===== src/rtl/slowcnt_pkg.sv =====
package slowcnt_pkg;
  // Task bits as written to the task address: bit0 start .. bit3 pre-load
  typedef struct packed {
    logic trig;
    logic clr;
    logic stop;
    logic start;
  } task_t;

  localparam int EV_TICK = 0;
  localparam int EV_OVF  = 1;
  localparam int EV_CMP0 = 2;
endpackage


===== src/rtl/slowcnt_presc.sv =====
module slowcnt_presc #(
  parameter int PW = 12
) (
  input  logic          clk,
  input  logic          rst,
  input  logic          adv,
  input  logic          restart,
  input  logic          run_q,
  input  logic [PW-1:0] presc_reg,
  output logic          hit
);
  logic [PW-1:0] pre_q;
  logic [PW-1:0] act_q;

  assign hit = adv && (pre_q == act_q);

  always_ff @(posedge clk) begin
    if (rst) begin
      pre_q <= '0;
      act_q <= '0;
    end else begin
      if (!run_q) act_q <= presc_reg;
      if (restart)  pre_q <= '0;
      else if (adv) pre_q <= hit ? '0 : pre_q + 1'b1;
    end
  end

  // divisor frozen while running
  assert_presc_frozen_R2: assert property (@(posedge clk) disable iff (rst)
    run_q |=> (act_q == $past(act_q)));

  // phase never passes divisor while running
  assert_phase_bound_R2: assert property (@(posedge clk) disable iff (rst)
    run_q |-> (pre_q <= act_q));
endmodule


===== src/rtl/slowcnt_core.sv =====
module slowcnt_core import slowcnt_pkg::*; #(
  parameter int CW   = 24,
  parameter int NCMP = 4
) (
  input  logic                      clk,
  input  logic                      rst,
  input  task_t                     tsk,
  input  logic                      inc,
  input  logic [NCMP-1:0][CW-1:0]   cmp_val,
  output logic [CW-1:0]             cnt_q,
  output logic                      run_q,
  output logic                      ovf_hit,
  output logic [NCMP-1:0]           cmp_hit
);
  localparam logic [CW-1:0] CNT_MAX = '1;

  logic [CW-1:0] cnt_inc;
  assign cnt_inc = cnt_q + 1'b1;
  assign ovf_hit = inc && (cnt_q == CNT_MAX);

  generate
    for (genvar g = 0; g < NCMP; g++) begin : g_cmp
      assign cmp_hit[g] = inc && (cnt_inc == cmp_val[g]);
    end
  endgenerate

  always_ff @(posedge clk) begin
    if (rst) begin
      run_q <= 1'b0;
      cnt_q <= '0;
    end else begin
      if (tsk.stop)       run_q <= 1'b0;
      else if (tsk.start) run_q <= 1'b1;
      if (tsk.clr)        cnt_q <= '0;
      else if (tsk.trig)  cnt_q <= CNT_MAX;
      else if (inc)       cnt_q <= cnt_inc;
    end
  end

  // count moves only by one step, a clear or a pre-load
  assert_count_step_R4: assert property (@(posedge clk) disable iff (rst)
    !$stable(cnt_q) |-> ((cnt_q == $past(cnt_q) + 1'b1) || (cnt_q == '0) || (cnt_q == CNT_MAX)));

  // stopped with no task, count holds
  assert_stopped_hold_R3: assert property (@(posedge clk) disable iff (rst)
    (!run_q && (tsk == '0)) |=> $stable(cnt_q));

  // increment at maximum lands on zero
  assert_wrap_zero_R5: assert property (@(posedge clk) disable iff (rst)
    (inc && (cnt_q == CNT_MAX)) |=> (cnt_q == '0));
endmodule


===== src/rtl/slowcnt_evt.sv =====
module slowcnt_evt #(
  parameter int NEV = 6
) (
  input  logic           clk,
  input  logic           rst,
  input  logic [NEV-1:0] ev_set,
  input  logic [NEV-1:0] ev_swclr,
  input  logic [NEV-1:0] en_set,
  input  logic [NEV-1:0] en_clr,
  output logic [NEV-1:0] evt_q,
  output logic [NEV-1:0] en_q,
  output logic           irq_q
);
  logic [NEV-1:0] evt_d;
  logic [NEV-1:0] en_d;

  always_comb begin
    evt_d = (evt_q & ~ev_swclr) | ev_set;
    en_d  = (en_q | en_set) & ~en_clr;
  end

  always_ff @(posedge clk) begin
    if (rst) begin
      evt_q <= '0;
      en_q  <= '0;
      irq_q <= 1'b0;
    end else begin
      evt_q <= evt_d;
      en_q  <= en_d;
      irq_q <= |(evt_d & en_d);
    end
  end

  generate
    for (genvar g = 0; g < NEV; g++) begin : g_chk
      // a flag rises only from a hardware set
      assert_flag_rise_R8: assert property (@(posedge clk) disable iff (rst)
        $rose(evt_q[g]) |-> $past(ev_set[g]));
      // a flag falls only from a software clear
      assert_flag_fall_R8: assert property (@(posedge clk) disable iff (rst)
        $fell(evt_q[g]) |-> $past(ev_swclr[g]));
    end
  endgenerate

  // interrupt tracks masked flags
  assert_irq_match_R10: assert property (@(posedge clk) disable iff (rst)
    irq_q == (|(evt_q & en_q)));
endmodule


===== src/rtl/slowcnt_rtc.sv =====
module slowcnt_rtc import slowcnt_pkg::*; #(
  parameter int CW   = 24,
  parameter int PW   = 12,
  parameter int NCMP = 4,
  parameter int AW   = 4,
  parameter int DW   = 32
) (
  input  logic          clk,
  input  logic          rst,
  input  logic          tick_en,
  input  logic          bus_we,
  input  logic          bus_re,
  input  logic [AW-1:0] bus_addr,
  input  logic [DW-1:0] bus_wdata,
  output logic [DW-1:0] bus_rdata,
  output logic          irq
);
  localparam int NEV     = EV_CMP0 + NCMP;
  localparam int A_TASK  = 0;
  localparam int A_EVT   = 1;
  localparam int A_ISET  = A_EVT + NEV;
  localparam int A_ICLR  = A_ISET + 1;
  localparam int A_PRESC = A_ICLR + 1;
  localparam int A_CNT   = A_PRESC + 1;
  localparam int A_CMPV  = A_CNT + 1;

  task_t                    tsk;
  logic                     run_q;
  logic                     inc;
  logic                     adv;
  logic                     restart;
  logic                     ovf_hit;
  logic [NCMP-1:0]          cmp_hit;
  logic [CW-1:0]            cnt_q;
  logic [PW-1:0]            presc_q;
  logic [NCMP-1:0][CW-1:0]  cmp_q;
  logic [NEV-1:0]           ev_set, ev_swclr, en_set, en_clr, evt_q, en_q;
  logic [DW-1:0]            rd_d;
  logic                     wdata_unused;

  assign wdata_unused = ^bus_wdata[DW-1:CW];

  assign tsk     = (bus_we && bus_addr == AW'(A_TASK)) ? task_t'(bus_wdata[3:0]) : '0;
  assign adv     = run_q && tick_en && (tsk == '0);
  assign restart = tsk.clr || tsk.trig || (tsk.start && !run_q);

  slowcnt_presc #(.PW(PW)) presc_i (
    .clk(clk), .rst(rst), .adv(adv), .restart(restart),
    .run_q(run_q), .presc_reg(presc_q), .hit(inc)
  );

  slowcnt_core #(.CW(CW), .NCMP(NCMP)) core_i (
    .clk(clk), .rst(rst), .tsk(tsk), .inc(inc), .cmp_val(cmp_q),
    .cnt_q(cnt_q), .run_q(run_q), .ovf_hit(ovf_hit), .cmp_hit(cmp_hit)
  );

  assign ev_set = {cmp_hit, ovf_hit, inc};

  always_comb begin
    for (int i = 0; i < NEV; i++)
      ev_swclr[i] = bus_we && (bus_addr == AW'(A_EVT + i)) && !bus_wdata[0];
    en_set = (bus_we && bus_addr == AW'(A_ISET)) ? bus_wdata[NEV-1:0] : '0;
    en_clr = (bus_we && bus_addr == AW'(A_ICLR)) ? bus_wdata[NEV-1:0] : '0;
  end

  slowcnt_evt #(.NEV(NEV)) evt_i (
    .clk(clk), .rst(rst), .ev_set(ev_set), .ev_swclr(ev_swclr),
    .en_set(en_set), .en_clr(en_clr), .evt_q(evt_q), .en_q(en_q), .irq_q(irq)
  );

  always_ff @(posedge clk) begin
    if (rst) begin
      presc_q <= '0;
      cmp_q   <= '0;
    end else if (bus_we) begin
      if (bus_addr == AW'(A_PRESC)) presc_q <= bus_wdata[PW-1:0];
      for (int i = 0; i < NCMP; i++)
        if (bus_addr == AW'(A_CMPV + i)) cmp_q[i] <= bus_wdata[CW-1:0];
    end
  end

  always_comb begin
    rd_d = '0;
    if (bus_addr == AW'(A_TASK))  rd_d[0] = run_q;
    for (int i = 0; i < NEV; i++)
      if (bus_addr == AW'(A_EVT + i)) rd_d[0] = evt_q[i];
    if (bus_addr == AW'(A_ISET) || bus_addr == AW'(A_ICLR)) rd_d = DW'(en_q);
    if (bus_addr == AW'(A_PRESC)) rd_d = DW'(presc_q);
    if (bus_addr == AW'(A_CNT))   rd_d = DW'(cnt_q);
    for (int i = 0; i < NCMP; i++)
      if (bus_addr == AW'(A_CMPV + i)) rd_d = DW'(cmp_q[i]);
  end

  always_ff @(posedge clk) begin
    if (rst)         bus_rdata <= '0;
    else if (bus_re) bus_rdata <= rd_d;
  end

  // a write to the count address while stopped leaves the count alone
  assert_count_ro_R11: assert property (@(posedge clk) disable iff (rst)
    (bus_we && bus_addr == AW'(A_CNT) && !run_q) |=> $stable(cnt_q));
endmodule


===== config.mk =====
export PLATFORM = sky130hd
export DESIGN_NAME = slowcnt_rtc
export DESIGN_NICKNAME = d
export VERILOG_FILES = /design/src/rtl/slowcnt_pkg.sv /design/src/rtl/slowcnt_presc.sv /design/src/rtl/slowcnt_core.sv /design/src/rtl/slowcnt_evt.sv /design/src/rtl/slowcnt_rtc.sv
export SDC_FILE = /design/constraint.sdc
export NUM_CORES = 1
export LEC_CHECK = 0
export BUFFER_PORTS_ARGS = -buffer_cell sky130_fd_sc_hd__buf_2
export CAP_MARGIN = 40
export CORE_ASPECT_RATIO = 1.25
export CORE_MARGIN = 3
export CORE_UTILIZATION = 55
export CTS_BUF_LIST = sky130_fd_sc_hd__clkbuf_4 sky130_fd_sc_hd__clkbuf_8 sky130_fd_sc_hd__clkbuf_16
export DETAILED_ROUTE_END_ITERATION = 12
export PLACE_DENSITY = 0.77
export SYNTH_ARGS = -nofsm -noshare
export SYNTH_HDL_FRONTEND = slang
export SYNTH_SLANG_ARGS = --single-unit

===== constraint.sdc =====
create_clock -name clk -period 8.51 [get_ports clk]
set_clock_uncertainty 0.2 [all_clocks]
set_input_delay 1.702 -clock clk [delete_from_list [all_inputs] [get_ports clk]]
set_output_delay 1.702 -clock clk [all_outputs]
set_load 0.005 [all_outputs]

Word-level counts from Yosys, hierarchy flattened

Index checks and enable logic that the tools add are counted.

Latch bits: 0
Input bits: 41
Bits in writable memories: 0
ROM bits: 0
Output and inout port bits: 33
Logic and storage cells: 103
Flip-flop bits (word level): 202
Memories kept: 0

Div/mod/pow operators: 0
Equality and inequality tests: 20
Bitwise operators: 7
Reduce and logical (&&, ||, !) cells: 41
Add/sub/neg operators: 2
Order comparisons: 0
Multiply operators: 0
Muxes and demuxes: 20
Shift-type cells: 0

Operators by type and width:

| operator                                             | number |
|---|---|
| 2-to-1 mux 32 bit                                    | 6 |
| equality test 24 bit                                 | 4 |
| 2-to-1 mux 24 bit                                    | 2 |
| equality test 4 bit (second input constant)          | 7 |
| adder 24 x 1 -> 24 bit (second input constant)       | 1 |
| equality test 24 bit (second input constant)         | 1 |
| logical AND 1 bit                                    | 24 |
| bitwise AND 6 bit                                    | 3 |
| 2-to-1 mux 6 bit                                     | 3 |
| equality test 4 x 3 -> 1 bit (second input constant) | 4 |
| adder 12 x 1 -> 12 bit (second input constant)       | 1 |
| equality test 12 bit                                 | 1 |
| 2-to-1 mux 12 bit                                    | 1 |
| inverter 6 bit                                       | 2 |
| bitwise OR 6 bit                                     | 2 |
| AND reduction 2 bit                                  | 5 |
| equality test 4 x 2 -> 1 bit (second input constant) | 2 |
| logical NOT 4 bit                                    | 2 |
| 2-to-1 mux 1 bit                                     | 7 |
| OR reduction 2 bit                                   | 3 |
| OR reduction 6 bit                                   | 1 |
| equality test 4 x 1 -> 1 bit (second input constant) | 1 |
| 2-to-1 mux 4 bit                                     | 1 |
| logical OR 1 bit                                     | 3 |
| 2 further kinds                                      | 3 |

Depth between registers and ports, before layout

Gate-level depths: netlist of the first run.

Depth after elaboration: 15
Mapped depth: 11

Cells and area by module

A second synthesis of the first run with hierarchy kept.

Cells, all modules: 1,464
Area total of the unflattened synthesis: 11,268.3 µm²

By module, submodules not included:

| module        | times used | seq. area each (µm²) | cells an instance | area an instance (µm²) |
|---|---|---|---|---|
| slowcnt_rtc   | 1          | 2,642.5              | 830               | 6,224.7 |
| slowcnt_core  | 1          | 500.5                | 471               | 3,477.1 |
| slowcnt_presc | 1          | 480.5                | 115               | 1,117.3 |
| slowcnt_evt   | 1          | 260.2                | 48                | 449.2 |

Least setup slack after synthesis of the first run

No wires, ideal clock.

Path kind: in2reg
From: input bus_wdata[1]
To: register evt_i.irq_q
Cell stages on the path: 10
Data arrival time: 4.034 ns
Buffers on the path: 2
Setup slack: 4.199 ns
Cells stage by stage: clkbuf_1 > nor4_1 > o311a_1 > and4_1 > buf_2 > inv_1 > or4_1 > nor4_1 > nand4b_1 > a41oi_2

Word-level cells in the longest chain between the ends: 8

RTL lines:

| item                                 | line                                   | text |
|---|---|---|
| start: declaration                   | slowcnt_rtc.sv:14                      | `input logic [DW-1:0] bus_wdata,` |
| 2-to-1 mux 4 bit                     | slowcnt_rtc.sv:43                      | `assign tsk = (bus_we && bus_addr == AW'(A_TASK)) ? task_t'(bus_wdata[3:0]) : '0;` |
| logical NOT 4 bit                    | slowcnt_rtc.sv:44                      | `assign adv = run_q && tick_en && (tsk == '0);` |
| logical AND 1 bit                    | slowcnt_rtc.sv:44                      |  |
| logical AND 1 bit                    | slowcnt_presc.sv:15                    | `assign hit = adv && (pre_q == act_q);` |
| logical AND 1 bit (on tied branches) | slowcnt_core.sv:19, slowcnt_core.sv:23 |  |
| bitwise OR 6 bit                     | slowcnt_evt.sv:18                      | `evt_d = (evt_q & ~ev_swclr) \| ev_set;` |
| bitwise AND 6 bit (*)                | slowcnt_evt.sv:30                      | `irq_q <= \|(evt_d & en_d);` |
| OR reduction 6 bit (*)               | slowcnt_evt.sv:30                      |  |
| end signal: assignment               | slowcnt_evt.sv:30                      |  |
| end: declaration                     | slowcnt_evt.sv:12                      | `output logic irq_q` |

Every way passes the cells marked *; elsewhere a longest branch is shown, timed or not.
A chain may end at the register's enable or synchronous reset.

Worst setup path in the final report of the first run

From: input bus_addr[1]
To: register evt_i.irq_q

Word-level cells in the longest chain between the ends: 10

RTL lines:

| item                                 | line                                   | text |
|---|---|---|
| start: declaration                   | slowcnt_rtc.sv:13                      | `input logic [AW-1:0] bus_addr,` |
| logical NOT 4 bit                    | slowcnt_rtc.sv:43                      |  |
| logical AND 1 bit                    | slowcnt_rtc.sv:43                      |  |
| 2-to-1 mux 4 bit                     | slowcnt_rtc.sv:43                      |  |
| logical NOT 4 bit                    | slowcnt_rtc.sv:44                      |  |
| logical AND 1 bit                    | slowcnt_rtc.sv:44                      |  |
| logical AND 1 bit                    | slowcnt_presc.sv:15                    |  |
| logical AND 1 bit (on tied branches) | slowcnt_core.sv:19, slowcnt_core.sv:23 |  |
| bitwise OR 6 bit                     | slowcnt_evt.sv:18                      |  |
| bitwise AND 6 bit (*)                | slowcnt_evt.sv:30                      |  |
| OR reduction 6 bit (*)               | slowcnt_evt.sv:30                      |  |

Marks and branches as above.

==> results.py, run 1 <==
metrics = {
    "cts": {
        "cts_max_level": 4,
        "post_cts_resized": 0,
        "clk_path_buf_depth": 2,
        "post_cts_buffers": 0,
        "holdBufCountCts": 0,
        "clk_pin_slew_ns": 0.08,
        "cts_buffers": 17,
        "tritoncts": "yes",
        "clk_latency_ns": 0.45,
        "cts.sinks": 194,
        "root_buffer": "clkbuf_16",
    },
    "synth": {
        "ys_ff_latch": 194,
        "synth_common_cells": "nand2_1 (283), dfxtp_1 (194), a21oi_1 (166)",
        "synth_edf_count": 0,
        "ys_types": 75,
        "syn_area_per_cell_um2": 7.70,
        "synthArstFlopShare": 0,
        "synth.area.top_cells": "dfxtp_1 (36%), nand2_1 (9.7%), a21oi_1 (7.6%), xnor2_1 (5.9%), xor2_1 (3.8%)",
        "synth_flop_cell": "dfxtp_1",
        "yosys.area.top_type": "dfxtp_1",
        "yosysMostFrequentCell": "nand2_1",
        "synth_area_um2": 10900,
        "yosys.area.top_type_share": 0.355,
        "ys_warn_count": 0,
        "syn_inst": 1420,
        "seq_area_frac_synth": 0.355,
    },
    "worst_setup_path": {
        "regToRegEndpoint": "evt_i.irq_q$_SDFF_PP0_",
        "r2r_cells": 9,
        "r2r_setup_slack_ns": 3.86,
        "critPathMaxStageDelay_ns": 0.53,
        "crit_path_start_kind": "primary input",
        "cp_cell_sequence": "buf_2 > or3_1 > o311a_1 > and4_1 > buf_8 > buf_4 > nand2_1 > o21ai_0 > a2111oi_0 > o41a_1 > a41oi_2",
        "crit_required_ns": 8.60,
        "cpMaxStageDelayCell": "a2111oi_0",
        "r2r_start": "core_i.cnt_q[0]$_SDFFE_PP0P_",
        "crit_start": "bus_addr[1]",
        "worstSetupEndpointType": "flop",
        "critPathKind": "in -> reg",
        "worstPathMaxFanout": 26,
        "cp.arrival_ns": 4.77,
    },
    "timing": {
        "rsz0062_at_grt": "false",
        "timing.final.ws_setup_ns": 3.84,
        "period_share": 0.549,
        "slew_headroom": 0.360,
        "finalMaxSlewViolations": 0,
        "setup_viol": 0,
        "max_freq_ghz": 0.214,
        "hold_viol_final": 0,
        "tightest_slew_ns": 0.953,
        "finalSetupTns_ns": 0,
        "fin_crit_ns": 4.67,
    },
    "power": {
        "p_leak_uw": 0.00403,
        "p_per_area_nw_per_um2": 163,
        "seqPwrFrac": 0.482,
        "cellInternalPower_uw": 1400,
        "p_sw_frac": 0.283,
        "pwr-share-comb": 0.080,
        "ir_drop_uv": 142,
        "pwr-share-clk": 0.437,
        "switchingPower_uw": 554,
    },
    "detailed_routing": {
        "wl_per_cell_um": 24.9,
        "first_pass_iters": 6,
        "drc_errors": 0,
        "drtAntennaViolNets": 0,
        "drt-initial-drc-count": 1171,
        "vias": 11000,
        "via_per_inst": 6.55,
        "wirelength_um": 42000,
    },
    "job": {
        "max_cap_violations": 0,
    },
    "die": {
        "die_area_um2": 21600,
        "rows": 57,
        "ios": 74,
        "dieWidth_um": 132,
        "die_h_um": 164,
        "start_util": 0.561,
        "core_area_um2": 19500,
    },
    "finish": {
        "area_growth_pct": 9.67,
        "final_nets": 1451,
        "diodes": 0,
        "drive_gt1_frac": 0.0978,
        "n_fill_cell": 1838,
    },
    "min_path": {
        "min-delay-start": "bus_rdata[3]$_SDFFE_PP0P_",
        "worstHoldPathType": "reg -> reg",
        "whs_endpoint": "bus_rdata[3]$_SDFFE_PP0P_",
        "min_path_cells": 2,
    },
    "place": {
        "dp_hpwl_um": 30800,
        "gp_congestion": 1.08,
        "dp_slack_ns": 3.50,
        "io_buffers": 57,
    },
    "global_routing": {
        "grt.total_usage": 0.385,
        "antenna_found_initial": 0,
        "overflow": 0,
        "grt_pass1_wl_um": 63500,
        "grt_max_degree": 87,
        "grt_pass1_vias": 10400,
    },
    "outcome": {
        "status": "finished clean",
    },
}
-- critical path, delay by kind of cell --
family	cells	cell delay, ns
AO/OA/AOI/OAI	5	1.49
buffers and inverters	3	0.69
AND/OR/NAND/NOR	3	0.89
-- cell families (layout without fill, tap and decap cells) --
family          after synthesis  after routing  synth area share
fa+ha+maj                     2              2           0.00229
compound gates              372            372             0.224
simple gates                561            561             0.239
mux                          24             24            0.0234
other cells                   1              8          0.000343
xor+xnor                    123            123             0.101
flops                       194            194             0.355
buf+inv                     143            137            0.0543
-- power groups by stage --
stage                     Clock, uW  Sequential [uW]  Combinational, uW
after global routing            902              946                168
after CTS                       859              944                153
after floorplan                   0              953               98.8
final                           856              944                158
after global placement            0              965                147
after detailed placement          0              965                152
-- cell type report --
cell class / instances / area (um^2) / share of cell area
Timing Repair Buffer: 91 / 603 / 0.0503
Inverter: 14 / 52.6 / 0.00438
Multi-Input combinational cell: 1090 / 6480 / 0.541
Sequential cell: 194 / 3880 / 0.324
Tap cell: 265 / 332 / 0.0277
Clock inverter: 15 / 206 / 0.0172
Clock buffer: 17 / 425 / 0.0355
-- placed cells by master, fill, tap and decap left out, types with 10 or more instances in the layout --
| cell | instances |
|---|---|
| dfxtp_1 | 194 |
| nor2b_1 | 11 |
| nand4_1 | 27 |
| a222oi_1 | 16 |
| mux2i_1 | 21 |
| nand3_1 | 36 |
| nand2b_1 | 13 |
| a311oi_1 | 28 |
| o21ai_0 | 32 |
| a221oi_1 | 10 |
| buf_2 | 57 |
| buf_4 | 24 |
| xnor2_1 | 74 |
| clkbuf_16 | 17 |
| nor3_1 | 21 |
| a21o_1 | 10 |
| xor2_1 | 47 |
| nand2_1 | 283 |
| a31oi_1 | 14 |
| a21oi_1 | 166 |
| nor2_1 | 94 |
| a22oi_1 | 19 |
| nor4_1 | 16 |
| inv_1 | 14 |
-- sequential cells by signal, summed over array words and instances (netlist names) --
signal,count
presc_i.act_q,12
cmp_q,96
presc_i.pre_q,12
core_i.cnt_q,24
core_i.run_q,1
presc_q,12
bus_rdata,24
evt_i.irq_q,1
evt_i.en_q,6
evt_i.evt_q,6
-- layer usage --
| metal | GRT usage | share of wire | vias up |
|---|---|---|---|
| met5 | 0 | 0 | - |
| met4 | 0.266 | 0.078 | 0 |
| met3 | 0.0555 | 0.075 | 154 |
| met2 | 0.645 | 0.47 | 626 |
| met1 | 0.455 | 0.37 | 5228 |
| li1 | - | - | 5038 |
-- how the worst max path moves through the flow --
stage | to | slack (ns) | depth (start not counted)
after detailed placement | evt_i.irq_q$_SDFF_PP0_ | 3.50 | 10
after global routing | evt_i.evt_q[3]$_SDFF_PP0_ | 3.54 | 10
after CTS | evt_i.irq_q$_SDFF_PP0_ | 3.93 | 10
after global placement | evt_i.irq_q$_SDFF_PP0_ | 2.86 | 9
final | evt_i.irq_q$_SDFF_PP0_ | 3.84 | 11
after floorplan | evt_i.irq_q$_SDFF_PP0_ | 4.20 | 10
-- stage by stage --
stage	area, um^2	utilization	power (uW)	std cells	hold WS [ns]
after floorplan	11000	-	1050	1427	0.245
after global placement	11200	0.575	1110	1640	0.258
after detailed placement	11400	0.583	1120	1654	0.258
after CTS	12000	0.616	1960	1686	0.271
after global routing	12000	0.616	2020	1686	0.303
final	12000	0.616	1960	1686	0.271
(Power assumes the default switching activity.)
==> inputs of run 2 (changes only) <==
Settings changed: ABC_AREA from default to 1, PLACE_DENSITY 0.77 to 0.8.
Clock period 8.51 ns to 4 ns, I/O delays scaled along.
==> run 2 against run 1 <==
Against the previous run:
- critical endpoint unchanged
- sequential share of layout area is 1.6 points higher
- register-to-register slack worse by 3.0 ns
- first-iteration DRC count is 23% lower
- synthesized cell count is 5.4% higher
- combinational power is 120% higher
- worst hold slack worse by 0.0083 ns
- non-clock buffer count is 7 lower
- clock-buffer cell count is 1 higher
- core utilization is 1.2 points higher
- total power is 110% higher
- via count is 7.9% lower
- critical path depth is 6 higher
==> results.py, run 2 <==
metrics = {
    "synth": {
        "yosysMostFrequentCell": "nand2_1",
        "ys_warn_count": 0,
        "synth.area.top_cells": "dfxtp_1 (38%), nand2_1 (11%), o21ai_0 (7.7%), a21oi_1 (7.4%), inv_1 (6.8%)",
        "synth_common_cells": "nand2_1 (298), dfxtp_1 (194), inv_1 (186)",
        "synth_edf_count": 0,
        "synthSimpleGateAreaFrac": 0.248,
        "syn_area_per_cell_um2": 6.88,
        "yosys.area.top_type_share": 0.377,
        "seq_area_frac_synth": 0.377,
        "synth_adder_area_share": 0.00243,
        "muxShareOfSynthArea": 0,
        "ys_types": 48,
        "synthArstFlopShare": 0,
        "synth_top_family_by_area": "simple AND/OR/NAND/NOR gates",
        "ys_ff_latch": 194,
        "syn_inst": 1497,
        "synth_area_um2": 10300,
        "synth_flop_cell": "dfxtp_1",
        "synth-compound-area-share": 0.227,
        "yosys.area.top_type": "dfxtp_1",
        "synthXorXnorAreaFrac": 0.0461,
    },
    "job": {
        "max_cap_violations": 0,
    },
    "finish": {
        "finish.instance_area_um2": 11400,
        "largest_register": "cmp_q",
        "final_cell_mix": "nand2_1 (298), dfxtp_1 (194), inv_1 (186)",
        "multiInputGateArea_um2": 5420,
        "drive_gt1_frac": 0.117,
        "final_common_cell": "nand2_1",
        "register_area_um2": 3880,
        "final_nets": 1580,
        "area_growth_pct": 11.0,
        "largest_reg_flops": 96,
        "n_fill_cell": 1624,
        "diodes": 0,
        "top_regs": "cmp_q: 96 flops, bus_rdata: 24 flops, core_i.cnt_q: 24 flops",
        "finalNonFillerCells": 1778,
    },
    "place": {
        "dp_slack_ns": 0.825,
        "dp_hpwl_um": 21500,
        "dp.cells": 1746,
        "dpl_cell_area_um2": 10800,
        "gp_congestion": 0.945,
        "io_buffers": 57,
    },
    "timing": {
        "rsz0062_at_grt": "false",
        "tightest_slew_ns": 0.897,
        "fin_crit_ns": 3.19,
        "setup_viol": 0,
        "timing.final.ws_setup_ns": 0.813,
        "period_share": 0.797,
        "finalMaxSlewViolations": 0,
        "hold_viol_final": 0,
        "slew_headroom": 0.394,
        "finalSetupTns_ns": 0,
        "max_freq_ghz": 0.314,
    },
    "cts": {
        "clk_path_buf_depth": 2,
        "holdBufCountCts": 0,
        "cts_max_level": 4,
        "cts.sinks": 194,
        "root_buffer": "clkbuf_16",
        "post_cts_buffers": 0,
        "clk_latency_ns": 0.44,
        "post_cts_resized": 0,
        "cts_buffers": 17,
        "clk_pin_slew_ns": 0.07,
        "tritoncts": "yes",
    },
    "die": {
        "die_area_um2": 20400,
        "die_h_um": 159,
        "ios": 74,
        "dieWidth_um": 128,
        "start_util": 0.565,
        "rows": 55,
        "core_area_um2": 18200,
    },
    "detailed_routing": {
        "drt-initial-drc-count": 899,
        "via_per_inst": 5.72,
        "wirelength_um": 29700,
        "first_pass_iters": 6,
        "drc_errors": 0,
        "wl_per_cell_um": 16.7,
        "vias": 10200,
        "drtAntennaViolNets": 0,
    },
    "min_path": {
        "whs_endpoint": "bus_rdata[4]$_SDFFE_PP0P_",
        "min-delay-start": "bus_rdata[4]$_SDFFE_PP0P_",
        "min_path_cells": 2,
        "worstHoldPathType": "reg -> reg",
    },
    "worst_setup_path": {
        "regToRegEndpoint": "evt_i.irq_q$_SDFF_PP0_",
        "r2r_setup_slack_ns": 0.81,
        "critPathKind": "reg -> reg",
        "worstSetupEndpointType": "flop",
        "crit_required_ns": 4.18,
        "cp.arrival_ns": 3.37,
        "r2r_cells": 17,
        "worstPathMaxFanout": 12,
        "r2r_start": "core_i.cnt_q[0]$_SDFFE_PP0P_",
        "crit_path_start_kind": "flop",
    },
    "global_routing": {
        "grt_max_degree": 73,
        "grt_pass1_wl_um": 48700,
        "antenna_found_initial": 0,
        "overflow": 0,
        "grt.total_usage": 0.295,
        "grt_pass1_vias": 9879,
    },
    "power": {
        "p_leak_uw": 0.00450,
        "ir_drop_uv": 305,
        "p_per_area_nw_per_um2": 367,
    },
    "outcome": {
        "status": "finished clean",
    },
}
## run 2: cell types whose count changed after synthesis, moves of 19 or more
cell | before | now
a22oi_1 | 19 | 0
clkbuf_1 | 96 | 56
mux2i_1 | 21 | 0
a311oi_1 | 28 | 0
o21ai_0 | 32 | 158
nor2_1 | 94 | 133
inv_1 | 14 | 186
nand3_1 | 36 | 82
xnor2_1 | 74 | 9
## run 2: worst max-delay path by stage
stage | start | end | depth (start not counted)
global route | core_i.cnt_q[0]$_SDFFE_PP0P_ | evt_i.irq_q$_SDFF_PP0_ | 17
global placement | bus_addr[2] | evt_i.irq_q$_SDFF_PP0_ | 18
CTS | core_i.cnt_q[0]$_SDFFE_PP0P_ | evt_i.irq_q$_SDFF_PP0_ | 19
detailed placement | bus_addr[1] | evt_i.irq_q$_SDFF_PP0_ | 18
floorplan | bus_addr[1] | presc_i.pre_q[11]$_SDFFE_PP0P_ | 15
finish | core_i.cnt_q[0]$_SDFFE_PP0P_ | evt_i.irq_q$_SDFF_PP0_ | 17
## run 2: layout make-up
type,count,area share
clock buffer,18,0.0384
clock inverter,14,0.0168
inverter,193,0.0633
multi-input combinational,1047,0.474
sequential,194,0.340
tap,228,0.0249
timing repair buffer,84,0.0427
## run 2: where the power goes
| part | internal (uW) | switching (uW) | total [uW] |
|---|---|---|---|
| logic | 110 | 242 | 352 |
| registers | 1970 | 25.0 | 1990 |
| clock network | 1020 | 824 | 1850 |
| total | 3100 | 1090 | 4200 |
## run 2: metrics by stage
step	util	power, uW	hold WS (ns)
6_report	0.627	4200	0.262
5_1_grt	0.627	4330	0.289
2_1_floorplan	-	2260	0.241
4_1_cts	0.627	4210	0.263
3_5_place_dp	0.592	2380	0.252
3_3_place_gp	0.592	2370	0.251
## run 2: cells by family after synthesis
| group | after synthesis |
|---|---|
| compound gates | 401 |
| xor+xnor | 48 |
| other cells | 1 |
| buf+inv | 263 |
| simple gates | 588 |
| flops | 194 |
| fa+ha+maj | 2 |
## run 2: metal layers
metal | global-route usage | share of wire | vias to the layer above
met5 | 0 | 0 | -
met1 | 0.347 | 0.39 | 4677
met3 | 0.0430 | 0.061 | 100
met4 | 0.163 | 0.052 | 0
met2 | 0.508 | 0.50 | 379
li1 | - | - | 5018
## run 2: worst max-delay path, stage by stage, from the launching register on
cell and delay, ns:
dfxtp_1 0.65, ha_1 0.28, nand2_2 0.12, nor2_4 0.24, nand3_4 0.20, nor2_1 0.16
nand2_1 0.13, nand2_2 0.16, xor2_1 0.08, nor2_1 0.12, nand2_1 0.08, nor2_1 0.20
nand3_1 0.18, nand2_1 0.11, nand2_1 0.05, nand2_1 0.05, nor2_1 0.04, nor2_1 0.07
==> inputs of run 3 (changes only) <==
Clock period 4 ns to 2.7 ns, I/O delays scaled along.
==> run 3 against run 2 <==
Against the previous run:
- fmax grew 18%
- highest routed layer unchanged
- wire length grew 4.2%
- sequential power grew 48%
- clock power grew 36%
- design area grew 5.7%
- critical path type unchanged
- via count grew 3.6%
- critical path depth grew 1
- largest cell class unchanged
- critical endpoint unchanged
==> results.py, run 3 (synthesis results as in run 2) <==
metrics = {
    "die": {
        "die_area_um2": 20400,
        "start_util": 0.565,
        "die_h_um": 159,
        "core_area_um2": 18200,
        "ios": 74,
        "dieWidth_um": 128,
        "rows": 55,
    },
    "cts": {
        "clk_latency_ns": 0.44,
        "cts_max_level": 4,
        "clk_path_buf_depth": 2,
        "clk_pin_slew_ns": 0.07,
        "cts_buffers": 17,
        "root_buffer": "clkbuf_16",
        "holdBufCountCts": 0,
        "tritoncts": "yes",
        "cts.sinks": 194,
    },
    "timing": {
        "period_share": 0.997,
        "timing.hold.ws_ns": 0.209,
        "rsz0062_at_grt": "true",
        "finalSetupTns_ns": 0,
        "max_freq_ghz": 0.371,
        "slew_headroom": 0.547,
        "hold_viol_final": 0,
        "tightest_slew_ns": 0.679,
        "finalMaxSlewViolations": 0,
        "fin_crit_ns": 2.69,
        "setup_viol": 0,
    },
    "min_path": {
        "worstHoldPathType": "in -> reg",
        "min_path_cells": 3,
    },
    "detailed_routing": {
        "drtAntennaViolNets": 0,
        "vias": 10500,
        "wl_per_cell_um": 16.9,
        "first_pass_iters": 8,
        "via_per_inst": 5.73,
        "drt-initial-drc-count": 834,
        "drc_errors": 0,
        "wirelength_um": 31000,
    },
    "finish": {
        "final_cell_mix": "nand2_1 (289), dfxtp_1 (189), inv_1 (185)",
        "final_common_cell": "nand2_1",
        "n_fill_cell": 1565,
        "largest_reg_flops": 96,
        "drive_gt1_frac": 0.174,
        "diodes": 0,
        "top_regs": "cmp_q: 96 flops, bus_rdata: 24 flops, core_i.cnt_q: 24 flops",
        "area_growth_pct": 17.3,
        "final_nets": 1642,
        "largest_register": "cmp_q",
    },
    "power": {
        "p_leak_uw": 0.00485,
        "p_per_area_nw_per_um2": 500,
        "ir_drop_uv": 405,
    },
    "worst_setup_path": {
        "worstPathMaxFanout": 11,
        "crit_required_ns": 2.87,
        "crit_path_start_kind": "flop",
        "r2r_setup_slack_ns": 0.007,
        "r2r_cells": 18,
        "worstSetupEndpointType": "flop",
        "cp.arrival_ns": 2.86,
        "critPathKind": "reg -> reg",
    },
    "global_routing": {
        "grt.total_usage": 0.299,
        "antenna_found_initial": 0,
        "overflow": 0,
        "grt_pass1_vias": 9990,
        "grt_max_degree": 64,
        "grt_pass1_wl_um": 49200,
    },
    "place": {
        "gp_congestion": 0.954,
        "io_buffers": 57,
        "dp_hpwl_um": 22300,
    },
    "job": {
        "max_cap_violations": 0,
    },
    "outcome": {
        "status": "finished clean",
    },
}
==> run 3: changes by cell type in the layout (fill, tap and decap cells not counted), moves of 5 or more <==
| cell | delta |
|---|---|
| buf_4 | +54 |
| nor2_1 | -14 |
| nor2_2 | +10 |
| nand2_1 | -9 |
| nand3_1 | -6 |
| nand3_2 | +6 |
| buf_12 | +5 |
| dfxtp_1 | -5 |
| nand2_2 | +5 |
==> run 3: layout make-up <==
class	instances	area, um^2	area share
tap	228	285	0.0236
clock buffer	17	425	0.0352
multi-input combinational	1047	5580	0.462
inverter	193	724	0.0599
clock inverter	14	151	0.0125
timing repair buffer	146	1030	0.0853
sequential	194	3890	0.322
==> run 3: critical path: stages (launching register included) <==
cell	delay (ns)
dfxtp_4	0.37
buf_8	0.15
inv_1	0.09
nor2_4	0.21
nand2_4	0.12
o21ai_4	0.19
buf_4	0.15
nand3_1	0.06
nand2_1	0.09
nand2_1	0.08
nor2_2	0.12
nand2_1	0.11
nor2_1	0.17
nand3_1	0.15
nand2_1	0.09
nand2_1	0.05
nand2_1	0.07
nor2_1	0.05
nor2_1	0.09
==> run 3: stage by stage <==
stage | std cells | cell area, um^2 | utilization | power (uW) | setup slack (ns)
after floorplan | 1504 | 10300 | - | 3350 | 0.465
after global placement | 1799 | 11300 | 0.618 | 3550 | 0.0147
after detailed placement | 1799 | 11300 | 0.618 | 3560 | -0.0639
after CTS | 1831 | 11900 | 0.650 | 6030 | 0.00851
after global routing | 1839 | 12100 | 0.663 | 6250 | -0.129
final | 1839 | 12100 | 0.663 | 6050 | 0.00750
==> run 3: worst paths after layout <==
kind                                start                         end
min reg2reg    bus_rdata[11]$_SDFFE_PP0P_  bus_rdata[11]$_SDFFE_PP0P_
max reg2reg  core_i.cnt_q[0]$_SDFFE_PP0P_      evt_i.irq_q$_SDFF_PP0_
min                         bus_wdata[18]      cmp_q[66]$_SDFFE_PP0P_
max          core_i.cnt_q[0]$_SDFFE_PP0P_      evt_i.irq_q$_SDFF_PP0_
==> run 3: what timing repair did <==
item	4_1_cts	5_1_grt
setup endpoints to repair	1	10
setup buffers	1	8
gates resized for setup	4	49
pin swaps	1	18
==> run 3: where the power goes <==
group | internal (uW) | switching, uW | total (uW)
Clock | 1300 | 1220 | 2520
Sequential | 2920 | 37.6 | 2950
Combinational | 195 | 382 | 577
Total | 4410 | 1640 | 6050
==> run 3: metal layers <==
layer / share of wire / vias to the layer above / GRT usage
met1: 0.38 / 4815 / 0.361
met5: 0 / - / 0
li1: - / 5153 / -
met4: 0.058 / 0 / 0.165
met3: 0.071 / 128 / 0.0456
met2: 0.49 / 440 / 0.503
